$ cat src/rtl/can_fc_pkg.sv
// Shared types of the CAN fault confinement block.
// Assumes: the state code values are decoded by neighbouring logic and stay fixed.
package can_fc_pkg;
    typedef enum logic [1:0] {
        FC_ACTIVE  = 2'b00,
        FC_PASSIVE = 2'b01,
        FC_BUSOFF  = 2'b10
    } fc_state_e;
endpackage

$ cat src/rtl/can_fc_tec.sv
// Transmit error counter.
// Adds STEP on inc, or subtracts 1 on dec (floored at 0). Holds while frozen,
// and clears on clr. inc takes priority over dec.
// Assumes: at most one increment source per cycle, merged by the caller.
module can_fc_tec #(
    parameter int W    = 9,
    parameter int STEP = 8
) (
    input  logic         clk,
    input  logic         rst_n,
    input  logic         clr,
    input  logic         freeze,
    input  logic         inc,
    input  logic         dec,
    output logic [W-1:0] cnt
);
    localparam logic [W-1:0] STEP_V = W'(STEP);
    localparam logic [W-1:0] MAX_V  = '1;
    localparam logic [W-1:0] HEAD_V = MAX_V - STEP_V;

    logic [W-1:0] nxt;

    // Next-value selection with saturating add and floored decrement.
    always_comb begin
        nxt = cnt;
        if (clr) begin
            nxt = '0;
        end else if (!freeze) begin
            if (inc) begin
                nxt = (cnt > HEAD_V) ? MAX_V : cnt + STEP_V;
            end else if (dec && cnt != '0) begin
                nxt = cnt - 1'b1;
            end
        end
    end

    // Counter register.
    always_ff @(posedge clk) begin
        if (!rst_n) cnt <= '0;
        else        cnt <= nxt;
    end
endmodule

$ cat src/rtl/can_fc_rec.sv
// Receive error counter.
// Adds BIG or SMALL (saturating), or handles success: 1..LIM decrements,
// 0 holds, and above LIM reloads to RELOAD. Holds while frozen, clears on clr.
// Assumes: a big step wins over a small one, and any increment wins over success.
module can_fc_rec #(
    parameter int W      = 8,
    parameter int SMALL  = 1,
    parameter int BIG    = 8,
    parameter int LIM    = 127,
    parameter int RELOAD = 127
) (
    input  logic         clk,
    input  logic         rst_n,
    input  logic         clr,
    input  logic         freeze,
    input  logic         inc_small,
    input  logic         inc_big,
    input  logic         ok,
    output logic [W-1:0] cnt
);
    localparam logic [W-1:0] SMALL_V  = W'(SMALL);
    localparam logic [W-1:0] BIG_V    = W'(BIG);
    localparam logic [W-1:0] LIM_V    = W'(LIM);
    localparam logic [W-1:0] RELOAD_V = W'(RELOAD);
    localparam logic [W-1:0] MAX_V    = '1;

    logic [W-1:0] nxt;

    // Saturating add of a given step.
    function automatic logic [W-1:0] sat_add(input logic [W-1:0] a, input logic [W-1:0] s);
        return (a > MAX_V - s) ? MAX_V : a + s;
    endfunction

    // Next-value selection by event priority.
    always_comb begin
        nxt = cnt;
        if (clr) begin
            nxt = '0;
        end else if (!freeze) begin
            if (inc_big)           nxt = sat_add(cnt, BIG_V);
            else if (inc_small)    nxt = sat_add(cnt, SMALL_V);
            else if (ok) begin
                if (cnt > LIM_V)   nxt = RELOAD_V;
                else if (cnt != '0) nxt = cnt - 1'b1;
            end
        end
    end

    // Counter register.
    always_ff @(posedge clk) begin
        if (!rst_n) cnt <= '0;
        else        cnt <= nxt;
    end
endmodule

$ cat src/rtl/can_fc_state.sv
// Fault-confinement state decode.
// Derives the state from the counter values and pulses once when bus-off begins.
// Assumes: the counters are registered, so the outputs depend on registers only.
module can_fc_state
    import can_fc_pkg::*;
#(
    parameter int TEC_W = 9,
    parameter int REC_W = 8,
    parameter int LIM   = 127
) (
    input  logic             clk,
    input  logic             rst_n,
    input  logic [TEC_W-1:0] tec,
    input  logic [REC_W-1:0] rec,
    output fc_state_e        state,
    output logic             busoff,
    output logic             busoff_pulse
);
    localparam logic [TEC_W-1:0] TEC_LIM_V = TEC_W'(LIM);
    localparam logic [REC_W-1:0] REC_LIM_V = REC_W'(LIM);
    localparam logic [TEC_W-1:0] OFF_LIM_V = TEC_W'(2 * LIM + 1);

    logic busoff_q;

    // Map the counter levels to a state code.
    always_comb begin
        busoff = (tec > OFF_LIM_V);
        if (busoff)                                state = FC_BUSOFF;
        else if (tec > TEC_LIM_V || rec > REC_LIM_V) state = FC_PASSIVE;
        else                                       state = FC_ACTIVE;
    end

    // Remember the previous bus-off level to form the entry pulse.
    always_ff @(posedge clk) begin
        if (!rst_n) busoff_q <= 1'b0;
        else        busoff_q <= busoff;
    end

    assign busoff_pulse = busoff & ~busoff_q;
endmodule

$ cat src/rtl/can_fault_confine.sv
// CAN fault confinement counter unit (top).
// Merges the protocol-engine event pulses into counter steps, keeps the
// transmit and receive counters, and reports the confinement state.
// Assumes: events are single-cycle pulses whose qualifiers are valid in the
// same cycle; while bus-off, only clr_i acts.
module can_fault_confine
    import can_fc_pkg::*;
#(
    parameter int TEC_W   = 9,
    parameter int REC_W   = 8,
    parameter int LIM     = 127,
    parameter int STEP    = 8,
    parameter int RX_STEP = 1,
    parameter int RELOAD  = 127
) (
    input  logic             clk,
    input  logic             rst_n,
    input  logic             role_tx_i,
    input  logic             tx_err_i,
    input  logic             tx_err_ackpass_i,
    input  logic             tx_err_arbstuff_i,
    input  logic             rx_err_i,
    input  logic             rx_err_inflag_i,
    input  logic             dom_after_flag_i,
    input  logic             flag_bit_err_i,
    input  logic             dom_run_i,
    input  logic             tx_ok_i,
    input  logic             rx_ok_i,
    input  logic             clr_i,
    output logic [TEC_W-1:0] tec_o,
    output logic [REC_W-1:0] rec_o,
    output logic [1:0]       state_o,
    output logic             busoff_pulse_o
);
    logic      tec_inc, rec_big, rec_small, frozen;
    fc_state_e state;

    // Event merging: which counter moves, and by how much.
    always_comb begin
        tec_inc   = (tx_err_i & ~tx_err_ackpass_i & ~tx_err_arbstuff_i)
                  | (flag_bit_err_i &  role_tx_i)
                  | (dom_run_i      &  role_tx_i);
        rec_big   = (dom_after_flag_i & ~role_tx_i)
                  | (flag_bit_err_i   & ~role_tx_i)
                  | (dom_run_i        & ~role_tx_i);
        rec_small = rx_err_i & ~rx_err_inflag_i;
    end

    can_fc_tec #(.W(TEC_W), .STEP(STEP)) u_tec (
        .clk    (clk),
        .rst_n  (rst_n),
        .clr    (clr_i),
        .freeze (frozen),
        .inc    (tec_inc),
        .dec    (tx_ok_i),
        .cnt    (tec_o)
    );

    can_fc_rec #(.W(REC_W), .SMALL(RX_STEP), .BIG(STEP), .LIM(LIM), .RELOAD(RELOAD)) u_rec (
        .clk       (clk),
        .rst_n     (rst_n),
        .clr       (clr_i),
        .freeze    (frozen),
        .inc_small (rec_small),
        .inc_big   (rec_big),
        .ok        (rx_ok_i),
        .cnt       (rec_o)
    );

    can_fc_state #(.TEC_W(TEC_W), .REC_W(REC_W), .LIM(LIM)) u_state (
        .clk          (clk),
        .rst_n        (rst_n),
        .tec          (tec_o),
        .rec          (rec_o),
        .state        (state),
        .busoff       (frozen),
        .busoff_pulse (busoff_pulse_o)
    );

    assign state_o = state;
endmodule

$ cat config.mk
export PLATFORM = sky130hd
export DESIGN_NAME = can_fault_confine
export DESIGN_NICKNAME = d
export VERILOG_FILES = /design/src/rtl/can_fc_pkg.sv /design/src/rtl/can_fc_tec.sv /design/src/rtl/can_fc_rec.sv /design/src/rtl/can_fc_state.sv /design/src/rtl/can_fault_confine.sv
export SDC_FILE = /design/constraint.sdc
export NUM_CORES = 1
export LEC_CHECK = 0
export BUFFER_PORTS_ARGS = -buffer_cell sky130_fd_sc_hd__buf_2
export CELL_PAD_IN_SITES_DETAIL_PLACEMENT = 1
export CELL_PAD_IN_SITES_GLOBAL_PLACEMENT = 1
export CORE_MARGIN = 3
export CORE_UTILIZATION = 34
export DETAILED_ROUTE_END_ITERATION = 7
export PLACE_DENSITY_LB_ADDON = 0.1
export SLEW_MARGIN = 20
export SYNTH_ARGS = -nofsm -noshare
export SYNTH_HDL_FRONTEND = slang
export SYNTH_SLANG_ARGS = --single-unit
$ cat constraint.sdc
create_clock -name clk -period 3.38 [get_ports clk]
set_input_delay 0.169 -clock clk [delete_from_list [all_inputs] [get_ports clk]]
set_output_delay 0.169 -clock clk [all_outputs]
set_load 0.05 [all_outputs]
-- Yosys cells after proc, flatten, opt, wreduce, memory -nomap -nowiden
Index checks and enable logic that the tools add are counted.
- flip-flop bits (word level): 18
- input bits: 14
- output and inout bits: 20
- word-level logic and storage cells: 56
- add/sub/neg operators: 5
- order comparisons: 6
- mux-type cells: 12
- bitwise operators: 20
- reduce and logical (&&, ||, !) cells: 10
- operators with widths (kind ; count):
    $mux W8 ; 7
    $mux W9 ; 3
    $gt A8 B8 Y1 const B ; 2
    $add A9 B4 Y9 const B ; 1
    $and A1 B1 Y1 ; 9
    $gt A9 B7 Y1 const B ; 1
    $gt A9 B8 Y1 const B ; 1
    $gt A9 B9 Y1 const B ; 1
    $reduce_bool A9 Y1 ; 1
    $sub A9 B1 Y9 const B ; 1
    $add A8 B1 Y8 const B ; 1
    $add A8 B4 Y8 const B ; 1
    $gt A8 B7 Y1 const B ; 1
    $reduce_bool A8 Y1 ; 1
    $sub A8 B1 Y8 const B ; 1
    $not A1 Y1 ; 7
    $or A1 B1 Y1 ; 4
    $reduce_bool A4 Y1 ; 1
    $reduce_and A3 Y1 ; 1
    $reduce_bool A3 Y1 ; 1
    $mux W2 ; 1
    $reduce_and A2 Y1 ; 1
    $reduce_bool A2 Y1 ; 1
    $reduce_or A2 Y1 ; 1
    other kinds (3) ; 3

-- Logic depth before layout (Yosys ltp)
- depth in word-level cells: 7
- mapped depth: 8
- mapped depth without buffers: 7

-- Hierarchy
Synthesis repeated with hierarchy kept, for this count alone.
- cells, all modules: 217
- area total of the unflattened synthesis: 1793.0 um^2
- by module, submodules not included (module ; times used ; cells each ; area each (um^2) ; seq. area each (um^2)):
    can_fc_tec ; 1 ; 105 ; 865.8 ; 180.2
    can_fc_rec ; 1 ; 100 ; 842.1 ; 160.2
    can_fc_state ; 1 ; 6 ; 53.8 ; 20.0
    can_fault_confine ; 1 ; 6 ; 31.3 ; 0.0

-- Worst setup path before layout
OpenSTA, ideal clock, no wires.
- kind: reg2out
- start: reg u_tec.cnt[0]
- end: out state_o[0]
- arrival: 2.449 ns
- required time: 3.211 ns
- setup slack: 0.762 ns
- cell stages (with the launch flop): 5
- path buffers: 0
- cell sequence: dfxtp_1 > ha_1 > nand3_1 > and4_2 > nor3_1
- longest elaborated chain between the ends: 4
- elaborated cells on any way between the ends: 5
- those cells by class: order compare (2); mux (2); reduce/logical (1)
- ends and longest elaborated chain (what ; RTL line ; RTL):
    start, declared ; can_fc_tec.sv:15 ; output logic [W-1:0] cnt
    start signal, assigned ; can_fc_tec.sv:40 ; else cnt <= nxt;
    $gt A9 B7 Y1 ; can_fc_state.sv:29 ; else if (tec > TEC_LIM_V || rec > REC_LIM_V) state = FC_PASSIVE;
    $logic_or A1 B1 Y1 ; can_fc_state.sv:29 ;
    $mux W1 ; can_fc_state.sv:29 ;
    $mux W2 (*) ; can_fc_state.sv:28 ; if (busoff) state = FC_BUSOFF;
    end, declared ; can_fault_confine.sv:32 ; output logic [1:0] state_o,
Every way passes the cells marked *; elsewhere a longest branch is shown, timed or not.

-- Final worst setup path
- start: reg u_tec.cnt[0]
- end: reg u_tec.cnt[4]
- longest elaborated chain between the ends: 4
- elaborated cells on any way between the ends: 12
- those cells by class: add/sub (2); order compare (2); mux (3); bitwise (1); reduce/logical (4)
- ends and longest elaborated chain (what):
    branches (longest 4 deep; another with $sub A9 B1 Y9)
Several ways; the timed one is not identified. The select of a mux whose other input is x is not followed.
A chain may end at the register's enable or synchronous reset.

==> out/qor.txt <==
status: complete, no violations
worst-margin pin slew: 0.829 ns
Root Driver: clkbuf_8
Distinct cells, synth: 61
Die Area: 6130 um2
pwr dens: 397 nW/um2
worst-path fanout max: 9
DP Cell Count: 311
crit path time final: 2.34 ns
CTS tree: yes
Setup crit end: u_tec.cnt[4]$_SDFFE_PP0P_
CTS Sinks: 18
Tcrit/Tclk final: 69.3%
CORE AREA: 4880 um2
RePlAce Congestion: 0.880
drt drc: 0
area leader, netlist: dfxtp_1
die height: 78.3 um
r2r setup slk: 1.04 ns
worst path required time: 3.54 ns
final antenna-violating net count: 0
YS warnings: 0
M2 GR Usage: 28.9%
Initial Util: 36.4%
wirelength, routed: 5.71 mm
Final Instance Count excl. Fillers: 315
register area: 360 um2
area growth from synthesis to layout: 11.8%
Cells after Synth: 227
final hold viol count: 0
Worst Hold Launch: rst_n
synthesized cell area: 1780 um2
port bufs: 33
max-slew violations: 0
met3 Use GR: 2.75%
Synth top area share: 20.3%
prevailing post-synth register cell: dfxtp_1
Synth Net Count: 254
Global Route Usage Sum: 19.1%
global route hottest layer: met2
Seq/Total Area, Yosys: 20.3%
largest net degree at the start of global routing: 19
DP HPWL: 4.33 mm
Worst R2R End: u_tec.cnt[4]$_SDFFE_PP0P_
total CTS buffers: 3
Data arrival, critical path: 2.50 ns
layout cells sized above 1: 23.0%
leak pwr: 0.000785 uW
Worst setup startpoint: u_tec.cnt[0]$_SDFFE_PP0P_
post-DR wirelength/cell: 18.1 um
1st-iter DRT viols: 122
vias in the first global route: 1,824
relative max-transition margin: 44.6%
maximum clock rate: 427 MHz
ys async rst share: 0%
area of the multi-input gates: 1270 um2
Worst Hold Class: primary input to flop
# setup viols final: 0
GR Overflow Total: 0
initial antenna violation count: 0
Max-cap violations: 0
# IOs: 34
fill cell count: 637
Area contributors post-synth: dfxtp_1 20%, ha_1 9.2%, nor2_1 3.8%
Std-Cell Rows: 25
GRT met1 Usage: 28.8%
setup TNS: 0 ns
number of flops mapped to enable cells by yosys: 0
Synth Area per Inst: 7.83 um2
maximum vdd drop: 0.174 mV
hold-fix buffer count after cts: 0
via count: 1,810
startpoint types: flop
clock-pin slew on the worst setup and hold paths: 0.07 ns
later-pin clock latency in the skew report: 0.26 ns
# nets final: 276
Post-synth top cells: 18 x dfxtp_1, 18 x nor2_1, 17 x nand2_1
R2R depth: 7
first-pass GRT wire length: 9.40 mm
crit end category: flop
RSZ-0062 raised after global routing: false
post-CTS resize count: 0
critical path class: flop to flop
worst reg2reg startpoint: u_tec.cnt[0]$_SDFFE_PP0P_
postcts setup bufs: 0
Seq cells post-synth: 18
H-tree depth: 1
skew final: 0.00373 ns
vias per cell: 5.75
DR pass1 iterations: 4
Die X: 78.3 um
n_diodes: 0
Bufs on Longest Clock Path: 2
-- report_power, final --
group          switching, uW  leakage (uW)  internal [uW]
combinational            213      0.000609            118
clock                   77.2     0.0000288            104
sequential              48.4      0.000147            228
-- critical path, cell delays in order, from the launching register on --
cell	delay (ns)
dfxtp_1	0.51
ha_1	0.24
nand3_1	0.22
a41oi_4	0.29
inv_1	0.13
a21oi_2	0.36
o21ai_0	0.18
a221oi_1	0.30
-- worst min path at each step --
stage | endpoint | slack [ns] | cells past startpoint
5_1_grt | u_state.busoff_q$_SDFF_PN0_ | 0.17 | 2
4_1_cts | u_state.busoff_q$_SDFF_PN0_ | 0.15 | 2
3_5_place_dp | u_state.busoff_q$_SDFF_PN0_ | 0.41 | 2
2_1_floorplan | u_state.busoff_q$_SDFF_PN0_ | 0.29 | 1
6_report | u_state.busoff_q$_SDFF_PN0_ | 0.15 | 2
3_3_place_gp | u_state.busoff_q$_SDFF_PN0_ | 0.40 | 2
-- cell usage in the layout (no fill, tap or decap), types with 3 or more instances in the layout --
master | synthesis | routed
a31oi_1 | 5 | 5
o22ai_1 | 3 | 3
nor3_1 | 9 | 9
a41oi_1 | 3 | 3
ha_1 | 13 | 13
nand2_1 | 17 | 17
buf_2 | 4 | 33
xnor2_1 | 5 | 5
a221oi_1 | 5 | 5
clkbuf_8 | 0 | 4
o21a_1 | 3 | 3
a21oi_1 | 13 | 13
nor2_1 | 18 | 18
nor3b_1 | 4 | 4
o21ai_0 | 8 | 8
inv_1 | 14 | 14
a211oi_1 | 4 | 4
a31o_2 | 3 | 3
nand3_1 | 10 | 10
dfxtp_1 | 18 | 18
nand4_1 | 6 | 6
-- cell families after synthesis --
kind of cell / Yosys count / synth area share, %
simple gates: 88 / 28.5
compound gates: 70 / 29.6
fa+ha+maj: 13 / 9.16
buf+inv: 30 / 8.31
xor+xnor: 6 / 2.96
flops: 18 / 20.3
mux: 2 / 1.20
-- sequential cells by signal, summed over array words and instances (netlist names) --
register and flops:
u_rec.cnt 8, u_state.busoff_q 1, u_tec.cnt 9
-- routing by layer --
layer / part of all wire, % / vias up
met5: 0 / -
met4: 0.82 / 0
met3: 2.3 / 6
met2: 43 / 24
met1: 54 / 878
li1: - / 902
-- through the flow --
step	worst slack, ns	utilization (%)	hold slack [ns]	area, um2	total power, uW
after floorplan	0.762	-	0.291	1780	533
after global placement	1.11	39.6	0.402	1930	609
after detailed placement	1.04	39.6	0.413	1930	611
after CTS	1.01	40.7	0.145	1990	798
final	1.04	40.7	0.151	1990	788
after global routing	0.770	40.7	0.172	1990	847
-- area by class of cell --
class | instances | area share, %
Multi-Input combinational cell | 179 | 63.9
Sequential cell | 18 | 18.1
Timing Repair Buffer | 33 | 8.32
Tap cell | 67 | 4.22
Clock buffer | 4 | 2.77
Inverter | 14 | 2.65
Power figures use the tool's default switching activity.
